**src/rtl/dyn_term_ctrl.sv**
```systemverilog
module dyn_term_ctrl #(
  parameter int LAT_W    = 4,
  parameter int HOLD_CLK = 4,
  parameter int BC4_SPAN = 4,
  parameter int BL8_SPAN = 6
) (
  input  logic             clk,
  input  logic             rst,
  input  logic             term_req,
  input  logic             wr_cmd,
  input  logic             wr_bc4,
  input  logic [LAT_W-1:0] add_lat,
  input  logic [LAT_W-1:0] cas_wr_lat,
  input  logic             nom_en,
  input  logic             wrterm_en,
  output logic [1:0]       rtt_code,
  output logic             hold_viol
);
  localparam int MAXL  = 2 * (2**LAT_W - 1);
  localparam int DEPTH = MAXL + BL8_SPAN + 2;
  localparam int CNT_W = $clog2(HOLD_CLK + 1);
  localparam logic [1:0] RTT_OFF = 2'b00;
  localparam logic [1:0] RTT_NOM = 2'b01;
  localparam logic [1:0] RTT_WR  = 2'b10;

  logic [DEPTH-1:0] req_sh, wr_sh, bc_sh;
  logic [CNT_W-1:0] hold_cnt;
  logic [LAT_W:0]   lat_sum, term_lat;
  logic             nom_on, wr_win;

  assign lat_sum  = {1'b0, add_lat} + {1'b0, cas_wr_lat};
  assign term_lat = (lat_sum > (LAT_W+1)'(2)) ? lat_sum - (LAT_W+1)'(2) : '0;

  wire req_rise = term_req & ~req_sh[0];
  wire req_fall = ~term_req & req_sh[0];

  always_ff @(posedge clk) begin
    if (rst) begin
      req_sh <= '0;
      wr_sh  <= '0;
      bc_sh  <= '0;
    end else begin
      req_sh <= {req_sh[DEPTH-2:0], term_req};
      wr_sh  <= {wr_sh[DEPTH-2:0], wr_cmd & term_req};
      bc_sh  <= {bc_sh[DEPTH-2:0], wr_bc4};
    end
  end

  always_ff @(posedge clk) begin
    if (rst) begin
      hold_cnt  <= '0;
      hold_viol <= 1'b0;
    end else begin
      hold_viol <= req_fall && (hold_cnt != '0);
      if (term_req && (req_rise || wr_cmd))
        hold_cnt <= CNT_W'(HOLD_CLK - 1);
      else if (term_req && hold_cnt != '0)
        hold_cnt <= hold_cnt - CNT_W'(1);
      else if (!term_req)
        hold_cnt <= '0;
    end
  end

  always_comb begin
    nom_on = 1'b0;
    wr_win = 1'b0;
    for (int j = 0; j < DEPTH; j++) begin
      if (j == int'(term_lat))
        nom_on = req_sh[j];
      if (wr_sh[j] && j >= int'(term_lat) &&
          j < int'(term_lat) + (bc_sh[j] ? BC4_SPAN : BL8_SPAN))
        wr_win = 1'b1;
    end
  end

  assign rtt_code = !(nom_on || wr_win)    ? RTT_OFF :
                    (wr_win && wrterm_en)  ? RTT_WR  :
                    nom_en                 ? RTT_NOM : RTT_OFF;

  a_r1_reset_clears: assert property (@(posedge clk) disable iff (rst)
    $past(rst) |-> (rtt_code == RTT_OFF && !hold_viol));
  a_r2_legal_code: assert property (@(posedge clk) disable iff (rst)
    rtt_code != 2'b11);
  a_r8_no_wr_when_disabled: assert property (@(posedge clk) disable iff (rst)
    !wrterm_en |-> rtt_code != RTT_WR);
  a_r9_no_nom_when_disabled: assert property (@(posedge clk) disable iff (rst)
    !nom_en |-> rtt_code != RTT_NOM);
  a_r10_single_pulse: assert property (@(posedge clk) disable iff (rst)
    hold_viol |=> !hold_viol);
  a_r10_after_drop: assert property (@(posedge clk) disable iff (rst)
    hold_viol |-> !$past(term_req));
endmodule

```
**config.mk**
```make
export PLATFORM = sky130hd
export DESIGN_NAME = dyn_term_ctrl
export DESIGN_NICKNAME = d
export VERILOG_FILES = /design/src/rtl/dyn_term_ctrl.sv
export SDC_FILE = /design/constraint.sdc
export NUM_CORES = 1
export LEC_CHECK = 0
export ABC_AREA = 0
export ABC_CLOCK_PERIOD_IN_PS = 13150
export BUFFER_PORTS_ARGS = -buffer_cell sky130_fd_sc_hd__buf_2
export CAP_MARGIN = 20
export CELL_PAD_IN_SITES_DETAIL_PLACEMENT = 2
export CELL_PAD_IN_SITES_GLOBAL_PLACEMENT = 2
export CORE_ASPECT_RATIO = 1.1
export CORE_MARGIN = 2
export CORE_UTILIZATION = 41
export DETAILED_ROUTE_END_ITERATION = 8
export GPL_TIMING_DRIVEN = 0
export PLACE_DENSITY = 0.93
export SLEW_MARGIN = 20
export SYNTH_ARGS = -nofsm -noshare
export SYNTH_HDL_FRONTEND = slang
export SYNTH_SLANG_ARGS = --single-unit
```
**constraint.sdc**
```tcl
create_clock -name clk -period 13.15 [get_ports clk]
set_clock_uncertainty 0.2 [all_clocks]
set_input_delay 0.6575 -clock clk [delete_from_list [all_inputs] [get_ports clk]]
set_output_delay 0.6575 -clock clk [all_outputs]
set_load 0.02 [all_outputs]
```
# Word-level counts from Yosys, hierarchy flattened
# Cells that the tools add are included.
# classes
muxes	115
n_addsub	41
reduce_logical	78
order_cmp	70
n_bitwise	5
eq_ne	33
# op_table
op	count
5-bit by 3-bit adder with 6-bit output	38
5-bit by 6-bit less-than comparator with 1-bit output, first input constant	16
2-bit two-way mux	41
5-bit == test, first input constant	16
5-bit greater-or-equal comparator, first input constant	15
1-bit logical AND	73
1-bit two-way mux	71
4-bit by 6-bit less-than comparator with 1-bit output, first input constant	8
4-bit by 5-bit == test with 1-bit output, first input constant	8
4-bit by 5-bit greater-or-equal comparator with 1-bit output, first input constant	8
6-bit less-than comparator, first input constant	6
3-bit by 6-bit less-than comparator with 1-bit output, first input constant	4
3-bit by 5-bit == test with 1-bit output, first input constant	4
3-bit by 5-bit greater-or-equal comparator with 1-bit output, first input constant	4
1-bit by 6-bit less-than comparator with 1-bit output, first input constant	2
2-bit by 6-bit less-than comparator with 1-bit output, first input constant	2
2-bit by 5-bit == test with 1-bit output, first input constant	2
1-bit by 5-bit greater-or-equal comparator with 1-bit output, first input constant	2
2-bit by 5-bit greater-or-equal comparator with 1-bit output, first input constant	2
3-bit two-way mux	2
4-bit by 4-bit adder with 5-bit output	1
1-bit by 5-bit == test with 1-bit output, first input constant	1
5-bit by 2-bit > comparator with 1-bit output, second input constant	1
5-bit logical NOT	1
other kinds (10)	14
# totals
output_inout_bits	3
input_bits	15
ff_bits	112
elab_cells	348

# Longest topological paths before layout
# Gate-level depths: netlist (run 1).
# logic_depth
word_depth	47
ltp_mapped	23
mapped_depth_nobuf	20

# Worst setup path before layout (run 1)
# Ideal clock, no wire load.
# synth_timing
kind	input port to output port
startpoint	input port add_lat[0]
endpoint	output port rtt_code[0]
arrival_ps	6445
stages	23
slack_ps	5847
cell_sequence	ha_1 -> inv_1 -> fa_1 -> xor2_1 -> ha_1 -> clkbuf_1 -> o211a_1 -> clkbuf_1 -> clkbuf_1 -> nor2_1 -> ha_1 -> inv_1 -> ha_1 -> nand2b_1 -> a21oi_1 -> a311oi_1 -> o311ai_0 -> a311o_1 -> o41ai_1 -> o21ai_0 -> nor4_4 -> a21boi_1 -> a311oi_1
# synth_via
elab_chain_cells	47
word_cells_on_any_way	286
# synth_lines
element	line	source
start: declaration	12	input logic [LAT_W-1:0] add_lat,
4-bit by 4-bit adder with 5-bit output *	31	assign lat_sum = {1'b0, add_lat} + {1'b0, cas_wr_lat};
5-bit by 2-bit subtractor with 5-bit output / 5-bit by 2-bit > comparator with 1-bit output (equally long branches)	32	assign term_lat = (lat_sum > (LAT_W+1)'(2)) ? lat_sum - (LAT_W+1)'(2) : '0;
5-bit two-way mux *	32	
5-bit by 3-bit adder with 6-bit output / 1-bit by 5-bit greater-or-equal comparator with 1-bit output (equally long branches)	71, 70	
1-bit by 6-bit less-than comparator with 1-bit output / 1-bit logical AND (equally long branches)	71, 70	
1-bit logical AND	70	if (wr_sh[j] && j >= int'(term_lat) &&
1-bit two-way mux (38 in a row)	70	
1-bit logical AND	77	(wr_win && wrterm_en) ? RTT_WR :
2-bit two-way mux	77	
2-bit two-way mux *	76	assign rtt_code = !(nom_on || wr_win) ? RTT_OFF :
end: declaration	16	output logic [1:0] rtt_code,
# Mark *: on every way between the ends. The rest lies on a longest branch, timed or not.

# Worst setup path in the final report (run 1)
# Same ends and word-level chain as after synthesis.

==> impl_metrics.toml, run 1 <==
[floorplanning]
io_pins = 18
die_width_um = 128
die_h_um = 140
core_area_um2 = 16400
dieArea_um2 = 17900
start_util_pct = 42.0
row_count = 49

[pwr]
p_per_area_nw_per_um2 = 153
leakage_nw = 3.00
vdd_drop_max_mv = 0.0728
p_total_mw = 1.16

[yosys]
yosys-top-cells-area = "dfxtp_1 32%, ha_1 13%, nor2b_1 7.4%"
syn_nets = 945
synth.avg_cell_area_um2 = 8.04
ys_types = 73
ys_seq_elements = 112
synth-async-reset-ratio_pct = 0
yosysTopAreaCellShare_pct = 32.5
synth-edff-count = 0
yosys.area.top_type = "dfxtp_1"
netlist_instances = 859
synth-main-ff-cell = "dfxtp_1"
syn_area_um2 = 6910
ys_warn_count = 0
yosysSeqAreaShare_pct = 32.5

[drt]
wl_um = 33000
antenna_left = 0
drt-vias-per-instance = 6.73
wl_per_cell_um = 30.0
first_iter_violations = 767
drcViolationCount = 0
vias = 7380
drt_first_pass_iters = 5

[critical_path]
crit_slowest_cell = "nor4_1"
crit_family = "buffers and inverters"
r2r.worst_path.cells = 4
cp_max_fo = 21
slowest_delay_ns = 0.67
critical_path_depth = 23
critPathCaptureType = "output port"
cp.required_ns = 12.29
crit_arrival_ns = 7.76
cp-start-kind = "input port"
cp_cell_sequence = "buf_2, ha_1, inv_1, fa_1, xor2_1, ha_1, clkbuf_1, o211a_1, clkbuf_1, clkbuf_1, nor2_4, buf_12, ha_1, nor2_1, o211ai_1, a222oi_1, nand4_1, o211ai_1, o2111ai_1, nor4_1, a21boi_1, a311oi_1, buf_2"
path_buf_inv = 7
setup.worst_path.class = "input port to output port"

[cts]
cts_buffers = 9
cts.sinks = 112
ctsHoldBuffers = 0
htreeDepth = 3
cts_setup_buffers = 0
cts_tree = "yes"
cts.repair.resized = 0
cts_buffer_depth = 2
path_clk_slew_ns = 0.09
clk_latency_ns = 0.38
cts_root_buffer = "clkbuf_16"

[cells_and_area]
stdcell_area_um2 = 7580
drive_gt1_share_pct = 6.05
layout.nets = 974
syn2layout_area_growth_pct = 9.82
antenna_cells = 0
n_fill_cell = 1881

[place]
hpwl_um = 22600
port_buffers = 16
placed_area_um2 = 7290
finalWeightedCongestion = 1.02

[sta]
period_share_pct = 65.5
rsz0062_at_grt = "no"
hold_viol = 0
fin_setup_tns_ns = 0
finalSetupViolCount = 0
worstMarginPinSlew_ns = 1.24
max_slew_margin_pct = 16.2
final.min_clock_period_ns = 8.62
final_max_slew_viol_count = 0
fmax_mhz = 116

[flow_run]
maxCapViolCount = 0

[global_routing]
gr-total-overflow = 0
grt_max_degree = 29
track_usage_pct = 37.0
antenna_found_initial = 0
grt_pass1_vias = 8090
grt_first_pass_wirelength_um = 49200

[status]
status = "finished clean"

[hold_path]
hp-class = "input port to register"
min_path_cells = 2
-- state kept, by name, indices dropped and copies added, names as in the netlist --
signal	cells
bc_sh	38
wr_sh	38
req_sh	32
hold_cnt	3
hold_viol	1
-- power breakdown --
| group | internal (mW) | total (mW) | switching (mW) |
|---|---|---|---|
| clock network | 0.135 | 0.294 | 0.158 |
| logic | 0.155 | 0.528 | 0.373 |
| registers | 0.341 | 0.342 | 0.00118 |
| total | 0.631 | 1.16 | 0.532 |
-- metrics by stage --
stage / instances / hold slack (ns) / worst slack, ns / utilization (%)
detailed placement: 1081 / 0.246 / 4.78 / 44.4
floorplan: 859 / 0.216 / 5.85 / -
CTS: 1097 / 0.260 / 4.69 / 46.2
finish: 1097 / 0.249 / 4.53 / 46.2
global placement: 1079 / 0.227 / 3.55 / 44.1
global route: 1097 / 0.264 / 4.16 / 46.2
-- logic make-up (layout without fill, tap and decap cells) --
group | count (synthesis) | count (layout) | share of synthesized area (%)
adder cells (fa/ha/maj) | 71 | 71 | 13.0
XOR/XNOR | 9 | 9 | 1.14
AO/OA/AOI/OAI | 220 | 220 | 22.3
flip-flops | 112 | 112 | 32.5
multiplexers | 4 | 4 | 0.598
buffers and inverters | 136 | 170 | 7.56
AND/OR/NAND/NOR | 307 | 307 | 23.0
-- worst reg2reg max path: cells and delay by family, from the launching register on --
kind                       cells  cell delay [ns]
and+or+nand+nor                1             0.16
DFF                            1             0.33
adders and majority gates      1             0.16
buffers and inverters          1             0.08
muxes                          1             0.32
-- cell type report --
class,instances,area [µm²],share of cell area [%]
Sequential cell,112,2240,29.6
Tap cell,204,255,3.37
Inverter,87,327,4.31
Clock inverter,7,70.1,0.924
Buffer,49,195,2.57
Clock buffer,9,225,2.97
Timing Repair Buffer,18,120,1.58
Multi-Input combinational cell,611,4150,54.7
-- final timing paths --
kind	start	end	slack, ns
setup reg to reg	hold_cnt[0]	hold_cnt[2]	11.80
setup / recovery	add_lat[0]	rtt_code[0]	4.53
hold reg to reg	bc_sh[2]	bc_sh[3]	0.26
hold / removal	term_req	hold_viol	0.25
-- per-layer routing --
| layer | vias to the layer above | share of wire, % | track usage, % |
|---|---|---|---|
| met5 | - | 0 | 0 |
| met4 | 0 | 7.1 | 23.7 |
| met3 | 168 | 7.9 | 8.98 |
| met2 | 452 | 47 | 61.0 |
| met1 | 3671 | 38 | 42.8 |
| li1 | 3089 | - | - |
-- cells in the mapped netlist (all sizes together) (7+ instances only) --
cell    count
a211oi      8
a21oi      42
a31oi      13
a32oi       8
buf        11
clkbuf     38
dfxtp     112
ha         70
inv        86
nand2      55
nand2b     18
nand3      23
nand4       9
nor2       80
nor2b      82
nor3        7
o211ai     11
o21ai      45
o221ai      8
o22ai       7
or3         8
xnor2       7
-- layout by cell type (no fill, tap or decap), drive strengths merged, types with 8 or more instances in the layout --
cell type	instances
dfxtp	112
inv	90
nor2b	82
nor2	80
ha	70
nand2	55
clkbuf	47
o21ai	45
a21oi	42
buf	29
nand3	23
nand2b	18
a31oi	13
o211ai	11
nand4	9
or3	8
o221ai	8
a32oi	8
a211oi	8
Power figures use the tool's default switching activity.
==> inputs of run 2 (changes only) <==
--- a/config.mk
+++ b/config.mk
@@ -6,17 +6,17 @@
 export NUM_CORES = 1
 export LEC_CHECK = 0
 export ABC_AREA = 0
-export ABC_CLOCK_PERIOD_IN_PS = 13150
+export ABC_CLOCK_PERIOD_IN_PS = 7300
 export BUFFER_PORTS_ARGS = -buffer_cell sky130_fd_sc_hd__buf_2
 export CAP_MARGIN = 20
 export CELL_PAD_IN_SITES_DETAIL_PLACEMENT = 2
 export CELL_PAD_IN_SITES_GLOBAL_PLACEMENT = 2
 export CORE_ASPECT_RATIO = 1.1
 export CORE_MARGIN = 2
-export CORE_UTILIZATION = 41
+export CORE_UTILIZATION = 35
 export DETAILED_ROUTE_END_ITERATION = 8
 export GPL_TIMING_DRIVEN = 0
-export PLACE_DENSITY = 0.93
+export PLACE_DENSITY = 0.85
 export SLEW_MARGIN = 20
 export SYNTH_ARGS = -nofsm -noshare
 export SYNTH_HDL_FRONTEND = slang
==> constraint.sdc (replaced) <==
create_clock -name clk -period 7.3 [get_ports clk]
set_clock_uncertainty 0.2 [all_clocks]
set_input_delay 0.365 -clock clk [delete_from_list [all_inputs] [get_ports clk]]
set_output_delay 0.365 -clock clk [all_outputs]
set_load 0.02 [all_outputs]
==> run 2 against run 1 <==
Utilization down 6.0 points. Die area is 17% higher. Final area up 1.8%. Cell count up 3.8%. Critical path depth increased by 1. Highest routed layer unchanged. Sequential power is 80% higher. Routed wire length fell by 13%. Register-to-register slack worse by 5.9 ns. Via count down 5.7%. Total power up 78%.
==> impl_metrics.toml, run 2 (synthesized netlist as in run 1, its figures left out) <==
[status]
status = "finished clean"

[sta]
worstMarginPinSlew_ns = 1.17
final.min_clock_period_ns = 7.11
hold_viol = 0
finalSetupViolCount = 0
rsz0062_at_grt = "no"
fin_hold_ws_ns = 0.0260
max_slew_margin_pct = 20.8
period_share_pct = 97.4
fmax_mhz = 141
fin_setup_tns_ns = 0
final_max_slew_viol_count = 0

[cells_and_area]
multi_input_area_um2 = 4180
largestRegisters = "bc_sh (38), wr_sh (38), req_sh (32)"
mostFrequentLayoutCell = "dfxtp_1"
mostFrequentLayoutCells = "112 x dfxtp_1, 85 x inv_1, 82 x nor2b_1"
final_cells = 1139
syn2layout_area_growth_pct = 11.8
stdcell_area_um2 = 7720
layout.nets = 974
n_fill_cell = 2211
register_area_um2 = 2240
drive_gt1_share_pct = 6.73
antenna_cells = 0

[place]
hpwl_um = 20900
dp.cells = 1124
placed_area_um2 = 7360
finalWeightedCongestion = 0.921
port_buffers = 16

[floorplanning]
core_area_um2 = 19200
dieArea_um2 = 20900
start_util_pct = 35.9
io_pins = 18
die_h_um = 151
row_count = 53
die_width_um = 138

[critical_path]
critPathCaptureType = "output port"
cp.required_ns = 6.73
cp-start-kind = "input port"
timing.rr.end = "hold_cnt[2]"
cp_cell_sequence = "buf_2, ha_1, inv_1, fa_1, buf_2, inv_1, clkbuf_1, clkbuf_1, nor2_4, buf_16, ha_1, inv_1, ha_1, nand2b_1, a21oi_1, a311oi_1, o311ai_0, a311o_1, o41ai_1, o21ai_0, nor4_4, a21boi_1, a311oi_1, buf_2"
r2r.worst_path.cells = 4
timing.rr.start = "hold_cnt[0]"
crit_slowest_cell = "clkbuf_1"
cp_max_fo = 20
slowest_delay_ns = 0.61
rrSetupSlack_ns = 5.95
setup.worst_path.class = "input port to output port"
crit_arrival_ns = 6.55

[pwr]
switching_share_pct = 41.9
p_int_mw = 1.20
switchingPower_uw = 870
leakage_nw = 3.03
p_per_area_nw_per_um2 = 269
vdd_drop_max_mv = 0.132
clkPwrFrac_pct = 27.2
pwr-share-comb_pct = 43.1
seqPwrFrac_pct = 29.7
p_total_mw = 2.07

[cts]
cts_buffer_depth = 2
cts_root_buffer = "clkbuf_16"
path_clk_slew_ns = 0.07
cts_tree = "yes"
clk_latency_ns = 0.37
cts.sinks = 112
cts_buffers = 9
htreeDepth = 3
cts_setup_buffers = 0

[hold_path]
min_from = "wr_bc4"
hold-path-endpoint = "bc_sh[0]"
hp-class = "input port to register"
min_path_cells = 2

[global_routing]
gr-total-overflow = 0
grt_max_degree = 29
antenna_found_initial = 0
track_usage_pct = 28.6
grt_pass1_vias = 7484
grt_first_pass_wirelength_um = 43600

[drt]
antenna_left = 0
wl_per_cell_um = 25.3
first_iter_violations = 453
vias = 6962
wl_um = 28800
drt_first_pass_iters = 6
drt-vias-per-instance = 6.11
drcViolationCount = 0

[flow_run]
maxCapViolCount = 0
[run 2: through the flow]
stage / setup slack, ns / utilization, %
5_1_grt: 0.0191 / 40.1
3_3_place_gp: -1.66 / 37.9
6_report: 0.189 / 40.1
3_5_place_dp: -0.535 / 38.3
2_1_floorplan: 0.582 / -
4_1_cts: 0.0645 / 40.1
[run 2: power groups by stage]
stage / sequential [mW] / combinational, mW / clock (mW)
CTS: 0.615 / 0.874 / 0.573
global route: 0.616 / 0.967 / 0.596
floorplan: 0.629 / 0.535 / 0
global placement: 0.630 / 0.787 / 0
detailed placement: 0.630 / 0.854 / 0
finish: 0.615 / 0.895 / 0.564
[run 2: area by class of cell]
cell class,count,share of cell area [%]
clock buffers,10,3.10
inverters,87,4.23
flip-flops and latches,112,29.0
multi-input cells,611,54.1
well taps,247,4.00
plain buffers,48,2.54
clock inverters,5,1.15
repair buffers,19,1.78
[run 2: layer usage]
metal / up-vias / GRT usage, % / share of wire, %
li1: 3083 / - / -
met1: 3480 / 34.4 / 40
met2: 286 / 49.0 / 48
met3: 113 / 4.12 / 5.8
met4: 0 / 15.5 / 5.5
met5: - / 0 / 0
[run 2: critical path: cells and delay by family]
kind            cells  cell delay [ns]
fa+ha+maj           4             0.99
compound gates      8             2.19
buf+inv             9             2.33
simple gates        3             0.65
[run 2: repair_timing]
| action | 4_1_cts | 5_1_grt |
|---|---|---|
| hold buffers | 1 | 0 |
| gates resized for setup | 5 | 4 |
| setup endpoints to repair | 2 | 1 |
| endpoints found under the hold margin | 1 | 0 |
| pin swaps | 0 | 0 |
[run 2: worst max path at each step]
stage | end | slack, ns | cells after the start | start
global placement | rtt_code[0] | -1.66 | 25 | add_lat[0]
floorplan | rtt_code[0] | 0.58 | 23 | add_lat[0]
detailed placement | rtt_code[0] | -0.53 | 26 | add_lat[0]
finish | rtt_code[0] | 0.19 | 24 | add_lat[0]
global route | rtt_code[0] | 0.02 | 24 | add_lat[0]
CTS | rtt_code[0] | 0.06 | 24 | add_lat[0]
==> inputs of run 3 (changes only) <==
--- a/config.mk
+++ b/config.mk
@@ -5,7 +5,7 @@
 export SDC_FILE = /design/constraint.sdc
 export NUM_CORES = 1
 export LEC_CHECK = 0
-export ABC_AREA = 0
+export ABC_AREA = 1
 export ABC_CLOCK_PERIOD_IN_PS = 7300
 export BUFFER_PORTS_ARGS = -buffer_cell sky130_fd_sc_hd__buf_2
 export CAP_MARGIN = 20
@@ -13,10 +13,10 @@
 export CELL_PAD_IN_SITES_GLOBAL_PLACEMENT = 2
 export CORE_ASPECT_RATIO = 1.1
 export CORE_MARGIN = 2
-export CORE_UTILIZATION = 35
+export CORE_UTILIZATION = 33
 export DETAILED_ROUTE_END_ITERATION = 8
 export GPL_TIMING_DRIVEN = 0
-export PLACE_DENSITY = 0.85
+export PLACE_DENSITY = 0.83
 export SLEW_MARGIN = 20
 export SYNTH_ARGS = -nofsm -noshare
 export SYNTH_HDL_FRONTEND = slang
==> run 3 against run 2 <==
Sequential cell count is the same. Clock power shrank 6.6%. Area after synthesis shrank 5.7%. Largest cell class unchanged. Clock-buffer cell count is the same. Highest routed layer unchanged. Non-clock buffer count shrank 20.
==> impl_metrics.toml, run 3 <==
[drt]
drcViolationCount = 0
first_iter_violations = 216
vias = 6001
wl_per_cell_um = 19.6
drt_first_pass_iters = 4
drt-vias-per-instance = 5.17
wl_um = 22800
antenna_left = 0

[yosys]
ys_warn_count = 0
yosys-top-cells-area = "dfxtp_1 34%, ha_1 13%, inv_1 11%"
yosys.area.top_type = "dfxtp_1"
synth.avg_cell_area_um2 = 7.40
yosysTopAreaCellShare_pct = 34.4
syn_area_um2 = 6510
ys_seq_elements = 112
yosysSeqAreaShare_pct = 34.4
synth-async-reset-ratio_pct = 0
ys_types = 56
syn_nets = 966
synth-main-ff-cell = "dfxtp_1"
synth-edff-count = 0
synthTopCellsByCount = "196 x inv_1, 142 x nor2_1, 112 x dfxtp_1, 85 x nand2_1, 70 x ha_1"
netlist_instances = 880
synth_most_common_cell = "inv_1"

[critical_path]
cp-start-kind = "input port"
critPathCaptureType = "output port"
cp.required_ns = 6.73
cp_max_fo = 37
setup.worst_path.class = "input port to output port"
crit_arrival_ns = 5.79

[cts]
path_clk_slew_ns = 0.08
cts.repair.resized = 0
cts_root_buffer = "clkbuf_16"
cts_buffers = 9
clk_latency_ns = 0.37
htreeDepth = 3
cts_buffer_depth = 2
cts_tree = "yes"
cts.sinks = 112

[sta]
fmax_mhz = 157
final.min_clock_period_ns = 6.35
max_slew_margin_pct = 38.9
period_share_pct = 87.0
fin_setup_tns_ns = 0
final_max_slew_viol_count = 0
finalSetupViolCount = 0
worstMarginPinSlew_ns = 0.917
hold_viol = 0
rsz0062_at_grt = "no"

[global_routing]
antenna_found_initial = 0
track_usage_pct = 23.5
grt.busiest_layer = "met2"
gr-total-overflow = 0
grt_first_pass_wirelength_um = 36600
grt_use_met1_pct = 28.4
grt_pass1_vias = 6582
grt_util_met2_pct = 42.3
grt_max_degree = 38
use_met3_pct = 2.95

[cells_and_area]
stdcell_area_um2 = 7230
syn2layout_area_growth_pct = 11.0
mostFrequentLayoutCell = "inv_1"
drive_gt1_share_pct = 8.76
final_cells = 1160
layout.nets = 996
antenna_cells = 0
mostFrequentLayoutCells = "195 x inv_1, 142 x nor2_1, 112 x dfxtp_1"
largestRegisters = "bc_sh (38), wr_sh (38), req_sh (32)"
utilization_pct = 37.6

[floorplanning]
io_pins = 18
dieArea_um2 = 20900
die_h_um = 151
start_util_pct = 33.8
core_area_um2 = 19200
row_count = 53
die_width_um = 138

[pwr]
p_per_area_nw_per_um2 = 280
p_total_mw = 2.02
leakage_nw = 3.14
vdd_drop_max_mv = 0.120

[place]
port_buffers = 17
finalWeightedCongestion = 0.845
placed_area_um2 = 6920
hpwl_um = 16800
dp.cells = 1145

[status]
status = "finished clean"

[flow_run]
maxCapViolCount = 0

[hold_path]
hp-class = "input port to register"
## run 3: area by class of cell
class | count | area (µm²)
flip-flops and latches | 112 | 2240
plain buffers | 28 | 160
fillers | 2287 | 12000
clock buffers | 10 | 239
well taps | 247 | 309
inverters | 204 | 766
multi-input cells | 536 | 3340
clock inverters | 4 | 53.8
repair buffers | 19 | 115
## run 3: logic make-up after synthesis
| family | Yosys count | synth area share [%] |
|---|---|---|
| fa+ha+maj | 71 | 13.8 |
| flops | 112 | 34.4 |
| simple gates | 316 | 21.8 |
| buf+inv | 232 | 14.2 |
| xor+xnor | 17 | 2.40 |
| compound gates | 132 | 13.3 |
## run 3: timing repair
action / in CTS / in global routing
hold buffers: 1 / 0
buffers inserted: 0 / 0
hold endpoints to repair: 1 / 0
## run 3: through the flow
step,setup WS [ns],hold slack (ns)
after detailed placement,1.05,0.214
after global routing,0.385,0.0213
after global placement,0.753,0.202
final,0.949,0.00339
after CTS,1.00,0.00159
after floorplan,2.43,0.200
## run 3: final timing paths
| kind | start | endpoint | slack, ns | cells past startpoint |
|---|---|---|---|---|
| max | add_lat[0] | rtt_code[0] | 0.95 | 26 |
| min | term_req | hold_viol | 0.003 | 2 |
| min reg2reg | wr_sh[7] | wr_sh[8] | 0.22 | 2 |
| max reg2reg | hold_cnt[0] | hold_cnt[1] | 5.55 | 10 |
## run 3: critical path: stages
cell and delay, ns:
buf_2 0.10, ha_1 0.21, inv_1 0.07, fa_1 0.55, nor2_1 0.66, nand3_1 0.14, nand2_1 0.09, nand2_1 0.16
nand2_2 0.31, inv_2 0.40, ha_1 0.33, inv_1 0.08, ha_1 0.12, a21boi_0 0.24, a2111oi_0 0.15, o31ai_1 0.37
nand3_1 0.18, nor3_1 0.24, nand4_1 0.12, nor2_1 0.13, nand3_1 0.18, a31oi_1 0.22, nand3_1 0.11, nand2_1 0.07
inv_1 0.03, buf_2 0.14
## run 3: per-layer routing
metal	part of all wire (%)	vias up
met3	3.6	30
li1	-	2878
met4	2.2	0
met2	52	89
met1	43	3004
met5	0	-
## run 3: report_power, final
part           total, mW  switching [mW]  leakage (nW)  internal, mW
combinational      0.881           0.597          2.10         0.284
sequential         0.615         0.00157         0.904         0.614
clock              0.527           0.253         0.137         0.274
total               2.02           0.851          3.14          1.17
